**src/rtl/cpg_pkg.sv**
```systemverilog
package cpg_pkg;

  localparam int SYM_W      = 8;
  localparam int PAT_LEN    = 4;
  localparam int PAT_IDX_W  = $clog2(PAT_LEN);

  localparam logic [SYM_W-1:0] COMMA_BYTE = 8'hBC;  // K28.5
  localparam logic [SYM_W-1:0] D21_5_BYTE = 8'hB5;
  localparam logic [SYM_W-1:0] D10_2_BYTE = 8'h4A;

  typedef struct packed {
    logic             is_k;
    logic [SYM_W-1:0] code;
  } sym_t;

  // Symbol at position idx of the loop; the order is behaviour
  function automatic sym_t pattern_sym(input logic [PAT_IDX_W-1:0] idx);
    sym_t s;
    case (idx)
      2'd0:    s = '{is_k: 1'b1, code: COMMA_BYTE};
      2'd1:    s = '{is_k: 1'b0, code: D21_5_BYTE};
      2'd2:    s = '{is_k: 1'b1, code: COMMA_BYTE};
      default: s = '{is_k: 1'b0, code: D10_2_BYTE};
    endcase
    return s;
  endfunction

endpackage

```
**src/rtl/cpg_seq.sv**
```systemverilog
module cpg_seq
  import cpg_pkg::*;
#(
  parameter int LANES = 2
) (
  input  logic                 clk,
  input  logic                 rst_n,
  input  logic                 enable,
  input  logic                 wide_req,
  output logic [PAT_IDX_W-1:0] cur_idx,
  output logic                 cur_wide,
  output logic                 start
);

  localparam logic [PAT_IDX_W-1:0] WIDE_STEP   = PAT_IDX_W'(LANES);
  localparam logic [PAT_IDX_W-1:0] NARROW_STEP = PAT_IDX_W'(1);

  logic                 running_q, running_d;
  logic                 wide_q, wide_d;
  logic [PAT_IDX_W-1:0] idx_q, idx_d;

  assign start    = enable && !running_q;
  assign cur_idx  = start ? '0 : idx_q;
  assign cur_wide = start ? wide_req : wide_q;

  always_comb begin
    running_d = running_q;
    wide_d    = wide_q;
    idx_d     = idx_q;
    if (!enable) begin
      running_d = 1'b0;
      idx_d     = '0;
    end else begin
      running_d = 1'b1;
      wide_d    = cur_wide;
      idx_d     = cur_idx + (cur_wide ? WIDE_STEP : NARROW_STEP);
    end
  end

  always_ff @(posedge clk or negedge rst_n) begin
    if (!rst_n) begin
      running_q <= 1'b0;
      wide_q    <= 1'b0;
      idx_q     <= '0;
    end else begin
      running_q <= running_d;
      wide_q    <= wide_d;
      idx_q     <= idx_d;
    end
  end


  mode_hold_chk: assert property (@(posedge clk) disable iff (!rst_n)
    (running_q && enable) |=> (wide_q == $past(wide_q)));


  restart_idx_chk: assert property (@(posedge clk) disable iff (!rst_n)
    !enable |=> (idx_q == '0 && !running_q));

endmodule

```
**src/rtl/cpg_lane_map.sv**
```systemverilog
module cpg_lane_map
  import cpg_pkg::*;
#(
  parameter int LANES = 2
) (
  input  logic [PAT_IDX_W-1:0]   idx,
  input  logic                   wide,
  output logic [LANES*SYM_W-1:0] data,
  output logic [LANES-1:0]       is_k
);

  for (genvar l = 0; l < LANES; l++) begin : g_lane
    logic [PAT_IDX_W-1:0] sel;
    sym_t                 sym;
    logic                 live;

    assign sel  = idx + PAT_IDX_W'(l);
    assign sym  = pattern_sym(sel);
    assign live = (l == 0) || wide;

    assign data[l*SYM_W +: SYM_W] = live ? sym.code : '0;
    assign is_k[l]                = live && sym.is_k;
  end

endmodule

```
**src/rtl/compliance_pattern_gen.sv**
```systemverilog
module compliance_pattern_gen
  import cpg_pkg::*;
#(
  parameter int LANES = 2
) (
  input  logic                   clk,
  input  logic                   rst_n,
  input  logic                   enable,
  input  logic                   wide_mode,
  output logic [LANES*SYM_W-1:0] tx_data,
  output logic [LANES-1:0]       tx_is_k,
  output logic [LANES-1:0]       tx_force_neg
);

  localparam int DATA_W = LANES * SYM_W;

  logic [PAT_IDX_W-1:0] cur_idx;
  logic                 cur_wide;
  logic                 start;
  logic [DATA_W-1:0]    map_data;
  logic [LANES-1:0]     map_k;

  logic [DATA_W-1:0]    data_d;
  logic [LANES-1:0]     k_d;
  logic [LANES-1:0]     force_d;

  cpg_seq #(.LANES(LANES)) u_seq (
    .clk      (clk),
    .rst_n    (rst_n),
    .enable   (enable),
    .wide_req (wide_mode),
    .cur_idx  (cur_idx),
    .cur_wide (cur_wide),
    .start    (start)
  );

  cpg_lane_map #(.LANES(LANES)) u_map (
    .idx  (cur_idx),
    .wide (cur_wide),
    .data (map_data),
    .is_k (map_k)
  );

  always_comb begin
    data_d  = '0;
    k_d     = '0;
    force_d = '0;
    if (enable) begin
      data_d     = map_data;
      k_d        = map_k;
      force_d[0] = start;
    end
  end

  always_ff @(posedge clk or negedge rst_n) begin
    if (!rst_n) begin
      tx_data      <= '0;
      tx_is_k      <= '0;
      tx_force_neg <= '0;
    end else begin
      tx_data      <= data_d;
      tx_is_k      <= k_d;
      tx_force_neg <= force_d;
    end
  end


  idle_zero_chk: assert property (@(posedge clk) disable iff (!rst_n)
    !enable |=> (tx_data == '0 && tx_is_k == '0 && tx_force_neg == '0));


  force_on_comma_chk: assert property (@(posedge clk) disable iff (!rst_n)
    tx_force_neg[0] |-> (tx_data[SYM_W-1:0] == COMMA_BYTE && tx_is_k[0]));


  force_single_chk: assert property (@(posedge clk) disable iff (!rst_n)
    (tx_force_neg[0] && enable) |=> !tx_force_neg[0]);


  start_comma_chk: assert property (@(posedge clk) disable iff (!rst_n)
    start |=> (tx_data[SYM_W-1:0] == COMMA_BYTE && tx_force_neg[0]));


  narrow_alt_chk: assert property (@(posedge clk) disable iff (!rst_n)
    (enable && !cur_wide && tx_is_k[0] && !start) |=> !tx_is_k[0]);


  narrow_high_zero_chk: assert property (@(posedge clk) disable iff (!rst_n)
    (enable && !cur_wide) |=> (tx_data[DATA_W-1:SYM_W] == '0 && tx_is_k[LANES-1:1] == '0));


  wide_k_chk: assert property (@(posedge clk) disable iff (!rst_n)
    (enable && cur_wide) |=> (tx_is_k[0] && tx_data[SYM_W-1:0] == COMMA_BYTE));

endmodule

```
**config.mk**
```make
export PLATFORM = sky130hd
export DESIGN_NAME = compliance_pattern_gen
export DESIGN_NICKNAME = d
export VERILOG_FILES = /design/src/rtl/cpg_pkg.sv /design/src/rtl/cpg_seq.sv /design/src/rtl/cpg_lane_map.sv /design/src/rtl/compliance_pattern_gen.sv
export SDC_FILE = /design/constraint.sdc
export NUM_CORES = 1
export LEC_CHECK = 0
export BUFFER_PORTS_ARGS = -buffer_cell sky130_fd_sc_hd__buf_2
export CAP_MARGIN = 20
export CORE_MARGIN = 1
export CORE_UTILIZATION = 55
export DETAILED_ROUTE_END_ITERATION = 8
export GPL_TIMING_DRIVEN = 0
export PLACE_DENSITY = 0.82
export RECOVER_POWER = 100
export SLEW_MARGIN = 20
export SYNTH_ARGS = -nofsm -noshare
export SYNTH_HDL_FRONTEND = slang
export SYNTH_HIERARCHICAL = 1
export SYNTH_SLANG_ARGS = --single-unit
```
**constraint.sdc**
```tcl
create_clock -name clk -period 2.5 [get_ports clk]
set_input_delay 0.5 -clock clk [delete_from_list [all_inputs] [get_ports clk]]
set_output_delay 0.5 -clock clk [all_outputs]
set_load 0.01 [all_outputs]
```
Yosys cells after proc, flatten, opt, wreduce, memory -nomap -nowiden
Cells that the tools add are included.

Register bits: 23. Input port bits: 4. Output and inout port bits: 20.

Add/sub/neg operators: 2. Eq/ne operators: 4. Mux-type cells: 11. Reduce and logical (&&, ||, !) cells: 7.

Operators by type and width (number): $pmux 9 s2 (2); $mux 16 (1); $mux 2 (4); $mux 8 (1); $eq 2x1->1 const B (2); $eq 2x2->1 const B (2); $logic_not 2->1 (2); $reduce_or 2->1 (2); $mux 1 (3); $add 2x1->2 const B (1); $add 2x2->2 (1); $logic_and 1x1->1 (2); $logic_not 1->1 (1).

Depth between registers and ports, before layout
Depth after elaboration: 9. Mapped depth: 6.

Hierarchy
The synthesis kept the hierarchy.

Modules (own cells, without submodules): compliance_pattern_gen (instances 1, cells each 41, area an instance 635.6 um2, seq. area each 475.5 um2); cpg_seq (instances 1, cells each 19, area an instance 216.5 um2, seq. area each 100.1 um2); cpg_lane_map (instances 1, cells each 18, area an instance 117.6 um2, seq. area each 0.0 um2).

Least setup slack after synthesis
Ideal clock, no wire load.

Kind: input to register. From: input enable. To: register tx_data[13]. Arrival: 1.533 ns. Required time: 2.380 ns. Slack: 0.847 ns. Stages on the path: 5. Buffers on the path: 1. Cell sequence: nor2b_2 mux2_2 a21boi_1 buf_4 and2_2.

Elaborated cells between the ends (all ways): 11.

RTL lines: start: declaration (line compliance_pattern_gen.sv:8) `input logic enable,`; $logic_and 1x1->1 (line cpg_seq.sv:22) `assign start = enable && !running_q;`; $mux 1 (line cpg_seq.sv:24) `assign cur_wide = start ? wide_req : wide_q;`; named net cur_wide (line compliance_pattern_gen.sv:18) `logic cur_wide;`; $mux 8 (line cpg_lane_map.sv:21) `assign data[l*SYM_W +: SYM_W] = live ? sym.code : '0;`; named net map_data[13] (line compliance_pattern_gen.sv:20) `logic [DATA_W-1:0] map_data;`; $mux 16 (line compliance_pattern_gen.sv:48) `if (enable) begin`; named net data_d[13] (line compliance_pattern_gen.sv:23) `logic [DATA_W-1:0] data_d;`; end signal: assignment (line compliance_pattern_gen.sv:61) `tx_data <= data_d;`; end: declaration (line compliance_pattern_gen.sv:10) `output logic [LANES*SYM_W-1:0] tx_data,`.

The timed path passes the listed nets, and every way through them passes these cells. A chain may end at the register's enable or synchronous reset.

Final worst setup path
From: input enable. To: register tx_data[15].

Elaborated cells between the ends (all ways): 11.

RTL lines: $logic_and 1x1->1 (line cpg_seq.sv:22); named net start (line compliance_pattern_gen.sv:19) `logic start;`; $mux 1 (line cpg_seq.sv:24); named net cur_wide (line compliance_pattern_gen.sv:18); $mux 8 (line cpg_lane_map.sv:21); named net map_data[15] (line compliance_pattern_gen.sv:20); $mux 16 (line compliance_pattern_gen.sv:48); named net data_d[15] (line compliance_pattern_gen.sv:23).

The timed path passes the listed nets, and every way through them passes these cells.

==> summary.md <==
| Metric | Value |
|---|---|
| Detailed Place HPWL | `a little over 900 um` |
| Fraction of the yosys area taken by sequential cells | `about 59%` |
| Number of flip-flops and latches in the synthesized netlist | `23` |
| Total power draw | `between 0.7 and 0.8 mW` |
| Final clock period utilization by the worst path | `78.46%` |
| Antenna violations before repair | `0` |
| Placed cell areas | `between 1000 and 1500 um^2` |
| Count of warnings emitted by yosys | `6` |
| Dominant delay contributor by cell family on the critical path | `simple AND/OR/NAND/NOR gates` |
| Die area | `1935 um^2` |
| Initial cell density of the core | `slightly above 60%` |
| Maximum frequency from static timing analysis | `509.8 MHz` |
| Yosys cell types | `23` |
| Crit Path Category | `input port to flop` |
| Fraction of final layout cells with drive strength greater than 1 | `about a third` |
| Critical Path Sink Type | `flop` |
| Floorplan Core Area | `~1600 um^2` |
| Post_cts resized | `0` |
| Longest individual stage delay on the worst path | `around 0.43 ns` |
| Post-DRT Antenna Nets | `0` |
| Hold buffer count at cts | `0` |
| Number of input and output port buffers inserted | `22` |
| Total count of hold-check failures in the final report | `0` |
| Routed wire length | `1.244 mm` |
| Count of final setup violators | `0` |
| Number of remaining DRC errors | `0` |
| Top library cells by usage in the layout, fill and taps aside | `sky130_fd_sc_hd__dfrtp_1, sky130_fd_sc_hd__clkbuf_1, sky130_fd_sc_hd__and2_2` |
| Cell taking the most area after synthesis | `sky130_fd_sc_hd__dfrtp_1` |
| Startpoint type of the worst setup path | `input port` |
| Area grow syn2layout | `13.29%` |
| Row count | `14` |
| Clock transition at the register clock pins on the worst setup and hold paths after CTS | `between 0.1 and 0.15 ns` |
| Pre-antenna DRT Iters | `5` |
| Count of vias placed by the detailed router | `about 560` |
| Post-CTS setup buffer count | `0` |
| Routability-driven placement congestion ratio | `~0.7` |
| Syn avg cell area | `12.43 um^2` |
| Run status | `finished clean` |
| # Max-Cap Violations | `0` |
| Leakage power total | `0.5467 nW` |
| Portion of synthesized cell area occupied by the leading cell type | `59.35%` |
| Number of instances in the synthesized netlist | `between 70 and 80` |
| Buffers from clock root to sink, at most | `2` |
| Worst flop-to-flop path startpoint | `u_seq/running_q` |
| Post-synthesis net count | `between 80 and 90` |
| Setup tns final | `0 ns` |
| Signal arrival time at the worst endpoint | `between 2 and 2.5 ns` |
| GRT Total Usage | `between 15 and 20%` |
| Design Area, Final | `between 1000 and 1500 um^2` |
| Slowest-stage cell, CP | `sky130_fd_sc_hd__mux2_1` |
| Required time of the critical path | `~2.7 ns` |
| Worst voltage drop across the vdd grid | `around 400 uV` |
| Count of nets after finishing | `110` |
| Final Slew Violations | `0` |
| Per-cell routed wire length | `around 10 um` |
| Slew at the pin closest to its max-slew limit | `~1.1 ns` |
| Relative max-transition margin | `25.92%` |
| Number of violations reported at the end of detailed-routing iteration 0 | `6` |
| HP Class | `input port to async pin` |
| Synth top area cells | `sky130_fd_sc_hd__dfrtp_1, sky130_fd_sc_hd__and2_2, sky130_fd_sc_hd__buf_4` |
| Clock root buffer | `sky130_fd_sc_hd__clkbuf_4` |
| Synth Flop Type | `sky130_fd_sc_hd__dfrtp_1` |
| Crit path cell chain | `clkbuf_1 > nor2b_1 > mux2_1 > a21boi_1 > buf_4 > and2_2` |
| Number of I/O pins | `24` |
| Via count of the first global-routing pass | `~530` |
| CTS buffer count | `3` |
| Most common cell after layout, fill and taps aside | `sky130_fd_sc_hd__dfrtp_1` |
| TritonCTS clock tree | `built` |
| First-pass GRT wire length | `about 2.1 mm` |
| Final min period | `approximately 2 ns` |
| Final antenna diode count | `0` |
| Post-synth design cell area | `a little under 1000 um^2` |
| RSZ-0062 raised after global routing | `no` |
| Max H-tree Level | `1` |
| Register-to-Register Path Depth | `5` |
| Reg-to-reg endpoint | `tx_data[15]` |
| Clock Skew | `between 0.001 and 0.0015 ns` |
| Power per cell area | `approximately 650 nW/um^2` |
| Total global routing overflow | `0` |
| Total number of clock tree sinks | `23` |
| Worst setup slack for register-to-register paths | `around 0.72 ns` |
| Via density | `between 4 and 5` |
| Number of enable-type register cells in the synthesized netlist | `0` |
| Latest clock arrival within the worst-skew pair | `0.30 ns` |
| Total buffers and inverters traversed by the critical path | `2` |
| Pin count of the biggest net entering global routing | `24` |
| Die boundary width | `about 44 um` |
| Chip height | `~44 um` |
| Peak fanout along the critical path | `14` |
| Asr flop ratio synth | `100.0%` |
==> kinds of logic after synthesis <==
logic type | count (synthesis) | synth area share (%)
and+or+nand+nor | 30 | 21.29
DFF | 23 | 59.35
buffers and inverters | 15 | 10.06
AOI/OAI and AO/OA | 5 | 4.388
muxes | 2 | 2.322
adders and majority gates | 1 | 1.290
other | 1 | 0.3867
xor gates and xnor gates | 1 | 0.9034
==> worst max-delay path by stage <==
stage,startpoint,to,slack (ns),depth (start not counted)
after detailed placement,enable,tx_data[15],0.49,6
after floorplan,enable,tx_data[13],0.85,5
after global routing,enable,tx_data[15],0.37,6
after CTS,u_seq/running_q,tx_data[15],0.81,5
final,enable,tx_data[15],0.54,6
after global placement,enable,tx_data[13],0.49,6
==> layout make-up <==
| cell class | instances | area [um^2] |
|---|---|---|
| multi-input combinational | 40 | 294.0 |
| fill | 129 | 478.0 |
| tap | 16 | 20.02 |
| sequential | 23 | 575.6 |
| buffer | 10 | 78.83 |
| clock inverter | 1 | 5.005 |
| timing repair buffer | 22 | 83.83 |
| inverter | 5 | 18.77 |
| clock buffer | 3 | 22.52 |
==> metal layers <==
metal  GRT usage (%)  wire, um  vias up
li1                -         -      286
met1           19.94       554      255
met2           25.07       630       15
met3           2.500        59        0
met4           7.273         0        0
met5               0         0        -
==> cells in the mapped netlist (2+ instances only) <==
cell / instances
sky130_fd_sc_hd__and2_1: 5
sky130_fd_sc_hd__and2_2: 16
sky130_fd_sc_hd__buf_4: 9
sky130_fd_sc_hd__dfrtp_1: 23
sky130_fd_sc_hd__inv_1: 4
sky130_fd_sc_hd__mux2_2: 2
sky130_fd_sc_hd__nand2b_1: 2
sky130_fd_sc_hd__nor2b_1: 2
==> registers in the layout, indices dropped and copies added, names as in the netlist <==
signal	cells
tx_data	16
tx_is_k	2
u_seq/idx_q	2
tx_force_neg	1
u_seq/running_q	1
u_seq/wide_q	1
==> metrics by stage <==
stage	util (%)	std cells	hold slack (ns)	worst slack, ns
after floorplan	-	78	0.2044	0.8473
after global placement	69.76	116	0.4822	0.4863
after detailed placement	69.76	116	0.4866	0.4883
after CTS	71.51	120	0.1431	0.8106
after global routing	69.68	120	0.4835	0.3709
final	69.68	120	0.3790	0.5386
==> power by group <==
group / total, mW / switching [mW] / leakage, nW / internal (mW)
combinational: 0.137 / 0.0690 / 0.233 / 0.0683
clock: 0.160 / 0.101 / 0.0177 / 0.0595
sequential: 0.413 / 0.0104 / 0.296 / 0.403
total: 0.711 / 0.180 / 0.547 / 0.531
Note: power is estimated with default switching activity, not from simulation.
